<file path="src/rtl/otp_burn_pkg.sv">
`timescale 1ns/1ps
package otp_burn_pkg;

    typedef enum logic [3:0] {
        S_IDLE,
        S_VCC_UP,
        S_VPP_UP,
        S_FETCH,
        S_DSETUP,
        S_PULSE,
        S_DHOLD,
        S_VPP_DN,
        S_READ,
        S_FLOAT,
        S_VCC_DN,
        S_DONE
    } burn_state_e;

    typedef enum logic [1:0] {
        PH_BLIND,
        PH_VERIFY,
        PH_FINAL
    } burn_phase_e;

    // nanoseconds to clock cycles, rounded up, never below one
    function automatic int unsigned ns_cyc(int unsigned ns, int unsigned mhz);
        int unsigned c;
        c = (ns * mhz + 999) / 1000;
        return (c == 0) ? 1 : c;
    endfunction

    function automatic int unsigned pick(bit quick, int unsigned fast,
                                         int unsigned ns, int unsigned mhz);
        return quick ? fast : ns_cyc(ns, mhz);
    endfunction

    function automatic int unsigned t_vcs(bit q, int unsigned m);  return pick(q, 4, 2000, m);   endfunction
    function automatic int unsigned t_su(bit q, int unsigned m);   return pick(q, 3, 2000, m);   endfunction
    function automatic int unsigned t_pw(bit q, int unsigned m);   return pick(q, 6, 100000, m); endfunction
    function automatic int unsigned t_hold(bit q, int unsigned m); return pick(q, 3, 2000, m);   endfunction
    function automatic int unsigned t_rec(bit q, int unsigned m);  return pick(q, 3, 2000, m);   endfunction
    function automatic int unsigned t_dv(bit q, int unsigned m);   return pick(q, 2, 1000, m);   endfunction
    function automatic int unsigned t_df(bit q, int unsigned m);   return pick(q, 2, 130, m);    endfunction

endpackage

</file>
<file path="src/rtl/otp_burn_timer.sv">
`timescale 1ns/1ps
module otp_burn_timer #(
    parameter int unsigned W = 16
) (
    input  logic         clk,
    input  logic         rst_n,
    input  logic         load,
    input  logic [W-1:0] load_val,
    output logic         expired
);

    logic [W-1:0] cnt_d, cnt_q;

    always_comb begin
        cnt_d = cnt_q;
        if (load) begin
            cnt_d = load_val;
        end else if (cnt_q != '0) begin
            cnt_d = cnt_q - W'(1);
        end
    end

    always_ff @(posedge clk or negedge rst_n) begin
        if (!rst_n) begin
            cnt_q <= '0;
        end else begin
            cnt_q <= cnt_d;
        end
    end

    assign expired = (cnt_q == '0);

endmodule

</file>
<file path="src/rtl/otp_burn_rdcmp.sv">
`timescale 1ns/1ps
module otp_burn_rdcmp #(
    parameter int unsigned DW = 8
) (
    input  logic          clk,
    input  logic          rst_n,
    input  logic          sample,
    input  logic [DW-1:0] din,
    input  logic [DW-1:0] ref_byte,
    output logic          match
);

    logic match_d, match_q;

    always_comb begin
        match_d = match_q;
        if (sample) begin
            match_d = (din == ref_byte);
        end
    end

    always_ff @(posedge clk or negedge rst_n) begin
        if (!rst_n) begin
            match_q <= 1'b0;
        end else begin
            match_q <= match_d;
        end
    end

    assign match = match_q;

endmodule

</file>
<file path="src/rtl/otp_burn_ctrl.sv">
`timescale 1ns/1ps
module otp_burn_ctrl
    import otp_burn_pkg::*;
#(
    parameter int unsigned AW        = 16,
    parameter int unsigned DW        = 8,
    parameter int unsigned MAX_RETRY = 10,
    parameter int unsigned CLK_MHZ   = 200,
    parameter bit          QUICK     = 1'b0,
    parameter int unsigned TW        = 16,
    parameter int unsigned RW        = 4
) (
    input  logic          clk,
    input  logic          rst_n,
    input  logic          start,
    input  logic [DW-1:0] img_data,
    input  logic          match,
    input  logic          tmr_expired,
    output logic          tmr_load,
    output logic [TW-1:0] tmr_val,
    output logic          sample,
    output logic [AW-1:0] mem_addr,
    output logic [DW-1:0] data_out,
    output logic          doe,
    output logic          ce_n,
    output logic          oe_n,
    output logic          vpp_on,
    output logic          vcc_hi,
    output logic          busy,
    output logic          done,
    output logic          pass,
    output logic [AW-1:0] fail_addr,
    output logic [RW-1:0] fail_tries
);

    localparam int unsigned T_VCS  = t_vcs(QUICK, CLK_MHZ);
    localparam int unsigned T_SU   = t_su(QUICK, CLK_MHZ);
    localparam int unsigned T_PW   = t_pw(QUICK, CLK_MHZ);
    localparam int unsigned T_HOLD = t_hold(QUICK, CLK_MHZ);
    localparam int unsigned T_REC  = t_rec(QUICK, CLK_MHZ);
    localparam int unsigned T_DV   = t_dv(QUICK, CLK_MHZ);
    localparam int unsigned T_DF   = t_df(QUICK, CLK_MHZ);
    localparam int unsigned T_FET  = 2;
    localparam logic [AW-1:0] LAST_A = {AW{1'b1}};
    localparam logic [RW-1:0] TRY_CAP = RW'(MAX_RETRY);

    typedef struct packed {
        burn_state_e   st;
        burn_phase_e   ph;
        logic [AW-1:0] addr;
        logic [RW-1:0] tries;
        logic [DW-1:0] data;
        logic          vcc;
        logic          vpp;
        logic          done;
        logic          pass;
        logic [AW-1:0] faddr;
        logic [RW-1:0] ftries;
    } ctrl_t;

    ctrl_t q, d;
    logic  is_last;

    assign is_last = (q.addr == LAST_A);

    always_comb begin
        d = q;
        unique case (q.st)
            S_IDLE, S_DONE: begin
                if (start) begin
                    d.st     = S_VCC_UP;
                    d.ph     = PH_BLIND;
                    d.addr   = '0;
                    d.tries  = '0;
                    d.vcc    = 1'b1;
                    d.vpp    = 1'b0;
                    d.done   = 1'b0;
                    d.pass   = 1'b0;
                    d.faddr  = '0;
                    d.ftries = '0;
                end
            end
            S_VCC_UP: begin
                if (tmr_expired) begin
                    d.vpp = 1'b1;
                    d.st  = S_VPP_UP;
                end
            end
            S_VPP_UP: begin
                if (tmr_expired) begin
                    d.st = (q.ph == PH_BLIND) ? S_FETCH : S_DSETUP;
                end
            end
            S_FETCH: begin
                if (tmr_expired) begin
                    d.data = img_data;
                    if (q.ph == PH_BLIND) begin
                        d.st = S_DSETUP;
                    end else if (q.vpp) begin
                        d.vpp = 1'b0;
                        d.st  = S_VPP_DN;
                    end else begin
                        d.st = S_READ;
                    end
                end
            end
            S_DSETUP: begin
                if (tmr_expired) d.st = S_PULSE;
            end
            S_PULSE: begin
                if (tmr_expired) d.st = S_DHOLD;
            end
            S_DHOLD: begin
                if (tmr_expired) begin
                    if (q.ph == PH_BLIND) begin
                        if (is_last) begin
                            d.addr = '0;
                            d.ph   = PH_VERIFY;
                        end else begin
                            d.addr = q.addr + AW'(1);
                        end
                        d.st = S_FETCH;
                    end else begin
                        d.vpp = 1'b0;
                        d.st  = S_VPP_DN;
                    end
                end
            end
            S_VPP_DN: begin
                if (tmr_expired) d.st = S_READ;
            end
            S_READ: begin
                if (tmr_expired) d.st = S_FLOAT;
            end
            S_FLOAT: begin
                if (tmr_expired) begin
                    if (match) begin
                        d.tries = '0;
                        if (!is_last) begin
                            d.addr = q.addr + AW'(1);
                            d.st   = S_FETCH;
                        end else if (q.ph == PH_VERIFY) begin
                            d.ph   = PH_FINAL;
                            d.addr = '0;
                            d.vcc  = 1'b0;
                            d.st   = S_VCC_DN;
                        end else begin
                            d.done = 1'b1;
                            d.pass = 1'b1;
                            d.st   = S_DONE;
                        end
                    end else if ((q.ph == PH_FINAL) || (q.tries == TRY_CAP)) begin
                        d.done   = 1'b1;
                        d.pass   = 1'b0;
                        d.faddr  = q.addr;
                        d.ftries = q.tries;
                        d.vcc    = 1'b0;
                        d.vpp    = 1'b0;
                        d.st     = S_DONE;
                    end else begin
                        d.tries = q.tries + RW'(1);
                        d.vpp   = 1'b1;
                        d.st    = S_VPP_UP;
                    end
                end
            end
            S_VCC_DN: begin
                if (tmr_expired) d.st = S_FETCH;
            end
            default: d.st = S_IDLE;
        endcase
    end

    // dwell time of the state about to be entered, minus the entry cycle
    always_comb begin
        unique case (d.st)
            S_VCC_UP, S_VCC_DN: tmr_val = TW'(T_VCS - 1);
            S_VPP_UP, S_DSETUP: tmr_val = TW'(T_SU - 1);
            S_FETCH:            tmr_val = TW'(T_FET - 1);
            S_PULSE:            tmr_val = TW'(T_PW - 1);
            S_DHOLD:            tmr_val = TW'(T_HOLD - 1);
            S_VPP_DN:           tmr_val = TW'(T_REC - 1);
            S_READ:             tmr_val = TW'(T_DV - 1);
            S_FLOAT:            tmr_val = TW'(T_DF - 1);
            default:            tmr_val = '0;
        endcase
    end

    assign tmr_load = (d.st != q.st);
    assign sample   = (q.st == S_READ) && tmr_expired;

    always_ff @(posedge clk or negedge rst_n) begin
        if (!rst_n) begin
            q.st     <= S_IDLE;
            q.ph     <= PH_BLIND;
            q.addr   <= '0;
            q.tries  <= '0;
            q.data   <= '0;
            q.vcc    <= 1'b0;
            q.vpp    <= 1'b0;
            q.done   <= 1'b0;
            q.pass   <= 1'b0;
            q.faddr  <= '0;
            q.ftries <= '0;
        end else begin
            q <= d;
        end
    end

    assign mem_addr   = q.addr;
    assign data_out   = q.data;
    assign doe        = (q.st == S_DSETUP) || (q.st == S_PULSE) || (q.st == S_DHOLD);
    assign ce_n       = !((q.st == S_PULSE) || (q.st == S_READ));
    assign oe_n       = !(q.st == S_READ);
    assign vpp_on     = q.vpp;
    assign vcc_hi     = q.vcc;
    assign busy       = (q.st != S_IDLE) && (q.st != S_DONE);
    assign done       = q.done;
    assign pass       = q.pass;
    assign fail_addr  = q.faddr;
    assign fail_tries = q.ftries;

endmodule

</file>
<file path="src/rtl/otp_burn_seq.sv">
`timescale 1ns/1ps
module otp_burn_seq #(
    parameter int unsigned ADDR_W    = 16,
    parameter int unsigned DATA_W    = 8,
    parameter int unsigned MAX_RETRY = 10,
    parameter int unsigned CLK_MHZ   = 200,
    parameter bit          QUICK     = 1'b0
) (
    input  logic                             clk,
    input  logic                             rst_n,
    input  logic                             start,
    output logic [ADDR_W-1:0]                mem_addr,
    input  logic [DATA_W-1:0]                img_data,
    input  logic [DATA_W-1:0]                dev_din,
    output logic [DATA_W-1:0]                dev_dout,
    output logic                             dev_doe,
    output logic                             dev_ce_n,
    output logic                             dev_oe_n,
    output logic                             vpp_on,
    output logic                             vcc_hi,
    output logic                             busy,
    output logic                             done,
    output logic                             pass,
    output logic [ADDR_W-1:0]                fail_addr,
    output logic [$clog2(MAX_RETRY+1)-1:0]   fail_tries
);

    localparam int unsigned RW = $clog2(MAX_RETRY + 1);
    localparam int unsigned TW = $clog2(otp_burn_pkg::t_pw(QUICK, CLK_MHZ) + 1);

    logic          tmr_load;
    logic [TW-1:0] tmr_val;
    logic          tmr_expired;
    logic          sample;
    logic          match;

    otp_burn_timer #(.W(TW)) u_timer (
        .clk      (clk),
        .rst_n    (rst_n),
        .load     (tmr_load),
        .load_val (tmr_val),
        .expired  (tmr_expired)
    );

    otp_burn_rdcmp #(.DW(DATA_W)) u_cmp (
        .clk      (clk),
        .rst_n    (rst_n),
        .sample   (sample),
        .din      (dev_din),
        .ref_byte (dev_dout),
        .match    (match)
    );

    otp_burn_ctrl #(
        .AW        (ADDR_W),
        .DW        (DATA_W),
        .MAX_RETRY (MAX_RETRY),
        .CLK_MHZ   (CLK_MHZ),
        .QUICK     (QUICK),
        .TW        (TW),
        .RW        (RW)
    ) u_ctrl (
        .clk         (clk),
        .rst_n       (rst_n),
        .start       (start),
        .img_data    (img_data),
        .match       (match),
        .tmr_expired (tmr_expired),
        .tmr_load    (tmr_load),
        .tmr_val     (tmr_val),
        .sample      (sample),
        .mem_addr    (mem_addr),
        .data_out    (dev_dout),
        .doe         (dev_doe),
        .ce_n        (dev_ce_n),
        .oe_n        (dev_oe_n),
        .vpp_on      (vpp_on),
        .vcc_hi      (vcc_hi),
        .busy        (busy),
        .done        (done),
        .pass        (pass),
        .fail_addr   (fail_addr),
        .fail_tries  (fail_tries)
    );

endmodule

</file>
<file path="config.mk">
export PLATFORM = sky130hd
export DESIGN_NAME = otp_burn_seq
export DESIGN_NICKNAME = d
export VERILOG_FILES = /design/src/rtl/otp_burn_pkg.sv /design/src/rtl/otp_burn_timer.sv /design/src/rtl/otp_burn_rdcmp.sv /design/src/rtl/otp_burn_ctrl.sv /design/src/rtl/otp_burn_seq.sv
export SDC_FILE = /design/constraint.sdc
export NUM_CORES = 1
export LEC_CHECK = 0
export ABC_AREA = 1
export ABC_CLOCK_PERIOD_IN_PS = 2800
export BUFFER_PORTS_ARGS = -buffer_cell sky130_fd_sc_hd__clkbuf_2
export CAP_MARGIN = 20
export CORE_ASPECT_RATIO = 0.5
export CORE_MARGIN = 5
export CORE_UTILIZATION = 40
export DETAILED_ROUTE_END_ITERATION = 10
export PLACE_DENSITY_LB_ADDON = 0.12
export SLEW_MARGIN = 10
export SYNTH_ARGS = -nofsm -noshare
export SYNTH_HDL_FRONTEND = slang
export SYNTH_HIERARCHICAL = 1
export SYNTH_SLANG_ARGS = --single-unit
</file>
<file path="constraint.sdc">
create_clock -name clk -period 2.8 [get_ports clk]
set_input_delay 0.42 -clock clk [delete_from_list [all_inputs] [get_ports clk]]
set_output_delay 0.42 -clock clk [all_outputs]
set_load 0.01 [all_outputs]
</file>
==> run metrics <==
cell count after synthesis between 700 and 800; Reg area ~1900 um^2; Num Clock Sinks between 70 and 80; share of async-settable or async-resettable flops after synthesis 100%; Placed Instance Area 5650 um^2; number of maximum-capacitance violations 0; Max Transition Viols Final 0; Diodes inserted 0; leak pwr slightly above 0.003 uW; RD Place Congestion ~0.9; Sum Neg Setup Slack 0 ns; area growth from synthesis to layout 14.8%; starting density of the core 41.2%; switching share of power a little under two fifths; io pins between 70 and 80; IR drop worst, VDD approximately 0.48 mV; fraction of final layout cells sized beyond drive strength 1 between 20% and 30%; Setup WS post-layout just over 0.2 ns; Worst-path clk slew about 0.060 ns; pre-CTS setup slack about 0.0045 ns; combinational power share 38.3%; final std cells w/o fill just under 1,000; Yosys warning total 6; Synth Flop Type sky130_fd_sc_hd__dfrtp_1; average cell area after synthesis between 6 and 7 um^2; RSZ-0062 raised after global routing yes; Die H between 90 and 100 um; via count of the first global-routing pass 4,608; number of buffer cells added on primary ports 70; commonest non-fill, non-tap cell in the layout sky130_fd_sc_hd__nand2_1; DR WL/cell 14.1 um; Post-synth EDFFs 0; detailed-router iteration count before antenna repair 4; placeable core region 12,800 um^2; GR Util All Layers between 15 and 20%; Flop pwr share around 33%; post-synthesis cell type count 36; part of the Yosys area used for sequential elements 35.2%; number of endpoints failing setup at the final stage 0; filler cell count in the final layout 1,347; Final Hold Fails 0; HP Class in2async; flop2flop setup slack around 0.2 ns; Critical Path Source Type register; status completed; data required time at the worst endpoint between 3 and 4 ns; post-route fraction of the period consumed by the critical path around 93%; Clk pwr share 28.8%; kind of capture point of the worst setup path register; sum of internal, switching and leakage power slightly above 4000 uW; number of design-rule violations left by the first detailed-router iteration about 230; Worst slew margin 56.0%; multi-input logic area ~2700 um^2; largest net degree at the start of global routing 49; residual overflow from global routing 0; switching power total roughly 1500 uW; Detailed Route WL 13.9 mm; largest clock skew in the final design just under 0.01 ns; TritonCTS clock tree yes; half-perimeter wire length after placement approximately 10 mm; most frequent cells in the layout 238 x sky130_fd_sc_hd__nand2_1, 82 x sky130_fd_sc_hd__inv_1, 74 x sky130_fd_sc_hd__dfrtp_1; clock network latency to the later pin of the worst-skew pair about 0.33 ns; ratio of routed vias to standard cells about 4.8; maximum fanout along the worst path 6; number of placed cells counting well taps between 900 and 1,000; Fmax between 300 and 400 MHz; die boundary width roughly 170 um; final worst path period need 2.60 ns; Cell Int Power ~2500 uW; final net count ~840; Data arrival, critical path about 2.8 ns; ANT nets after route 0; Synth Register Bits between 70 and 80; number of CTS-inserted buffers 9; Die ar. about 16,000 um^2; CTS root buffer sky130_fd_sc_hd__clkbuf_16; clock buffer depth 2; wire length of the first global-routing pass roughly 23 mm; final instance area between 6000 and 7000 um^2; kind of critical path reg2reg; # DRC 0; maximum level of the CTS H-tree 3; Netlist Area Pre-Place between 5000 and 6000 um^2; number of buffers added to fix hold violations after cts 0; number of antenna violations at the first check in global routing 0; power per unit of standard cell area slightly below 700 nW/um^2; Cell Rows 29; via count of the routed design between 4,000 and 5,000; Least-Margin Pin Slew between 0.6 and 0.7 ns
==> metal layers <==
metal  up-vias  share of wire, %  track usage [%]
met4         0              0.59             2.88
met5         -                 0                0
met3        10               3.6             3.86
met1      2237                48             25.1
li1       2470                 -                -
met2        61                48             30.6
==> registers in the layout, summed over array words and instances (netlist names) <==
name               count
u_ctrl/pass            1
u_ctrl/done            1
u_ctrl/mem_addr       16
u_ctrl/fail_addr      16
u_ctrl/fail_tries      4
u_timer/cnt_q         15
u_ctrl/q              10
u_cmp/match            1
u_ctrl/data_out        8
u_ctrl/vcc_hi          1
u_ctrl/vpp_on          1
==> critical path, cell delays in order, from the launching register on <==
cell	delay, ns
sky130_fd_sc_hd__dfrtp_1	0.39
sky130_fd_sc_hd__inv_2	0.08
sky130_fd_sc_hd__ha_4	0.15
sky130_fd_sc_hd__nand3_4	0.09
sky130_fd_sc_hd__nor2_4	0.14
sky130_fd_sc_hd__nand3_4	0.11
sky130_fd_sc_hd__inv_6	0.09
sky130_fd_sc_hd__buf_6	0.11
sky130_fd_sc_hd__nand2_2	0.06
sky130_fd_sc_hd__nand3_2	0.07
sky130_fd_sc_hd__nand2_1	0.07
sky130_fd_sc_hd__nand3b_1	0.17
sky130_fd_sc_hd__nor2_2	0.17
sky130_fd_sc_hd__ha_1	0.26
sky130_fd_sc_hd__nand3_2	0.09
sky130_fd_sc_hd__nand2_2	0.06
sky130_fd_sc_hd__nand3_1	0.07
sky130_fd_sc_hd__nand2_1	0.06
sky130_fd_sc_hd__nand2_1	0.06
sky130_fd_sc_hd__o21ai_0	0.07
sky130_fd_sc_hd__nand2_1	0.06
sky130_fd_sc_hd__o21ai_1	0.06
==> cell families (layout without fill, tap and decap cells) <==
| family | Yosys count | in the layout | share of synthesized area [%] |
|---|---|---|---|
| adder cells (fa/ha/maj) | 9 | 9 | 2.14 |
| multiplexers | 8 | 8 | 1.71 |
| AND/OR/NAND/NOR | 412 | 412 | 34.2 |
| other | 1 | 3 | 0.0713 |
| buffers and inverters | 161 | 216 | 15.5 |
| flip-flops | 74 | 74 | 35.2 |
| AO/OA/AOI/OAI | 86 | 86 | 9.49 |
| XOR/XNOR | 10 | 10 | 1.66 |
==> stage by stage <==
stage,hold WS [ns],utilization [%]
6_report,0.103,47.3
5_1_grt,0.167,47.3
4_1_cts,0.139,46.6
3_5_place_dp,0.468,44.2
3_3_place_gp,0.467,44.2
2_1_floorplan,0.124,-
==> cell usage after synthesis (8+ instances only) <==
library cell,number,area share [%]
sky130_fd_sc_hd__mux2_2,8,1.7
sky130_fd_sc_hd__nor2_1,75,5.4
sky130_fd_sc_hd__inv_1,88,6.3
sky130_fd_sc_hd__nand2_1,243,17
sky130_fd_sc_hd__a21oi_1,17,1.6
sky130_fd_sc_hd__o21ai_0,35,3.3
sky130_fd_sc_hd__nand4_1,14,1.7
sky130_fd_sc_hd__buf_2,9,0.86
sky130_fd_sc_hd__nand3_1,47,4.5
sky130_fd_sc_hd__o31ai_1,18,2.6
sky130_fd_sc_hd__dfrtp_1,74,35
sky130_fd_sc_hd__buf_4,52,7.4
sky130_fd_sc_hd__ha_1,9,2.1
==> power groups by stage <==
stage | registers, uW | logic [uW] | clock network, uW
2_1_floorplan | 1340 | 1110 | 0
3_3_place_gp | 1350 | 1480 | 0
3_5_place_dp | 1360 | 1490 | 0
4_1_cts | 1340 | 1500 | 1220
5_1_grt | 1360 | 1780 | 1250
6_report | 1340 | 1560 | 1170
==> area by class of cell <==
class	count	area share [%]
well taps	170	3.52
repair buffers	108	11.1
multi-input cells	528	44.0
flip-flops and latches	74	30.7
clock buffers	12	4.08
inverters	92	5.84
clock inverters	4	0.849
==> final timing paths <==
check / start / end / cells past startpoint
max: u_timer/cnt_q[1]$_DFFE_PN0P_ / u_timer/cnt_q[1]$_DFFE_PN0P_ / 21
min: rst_n / u_timer/cnt_q[5]$_DFFE_PN0P_ / 1
max reg2reg: u_timer/cnt_q[1]$_DFFE_PN0P_ / u_timer/cnt_q[1]$_DFFE_PN0P_ / 21
min reg2reg: u_ctrl/fail_addr[4]$_DFFE_PN0P_ / u_ctrl/fail_addr[4]$_DFFE_PN0P_ / 2
max in group asynchronous: rst_n / u_ctrl/fail_addr[1]$_DFFE_PN0P_ / 2
min in group clk: img_data[4] / u_ctrl/data_out[4]$_DFFE_PN0P_ / 2
==> repair_timing <==
action / CTS / global route
setup buffers: 0 / 4
endpoints found under the setup margin: 1 / 15
endpoints found under the hold margin: 0 / 0
pin swaps: 0 / 15
gates resized for setup: 4 / 23
Note: power is estimated with default switching activity, not from simulation.
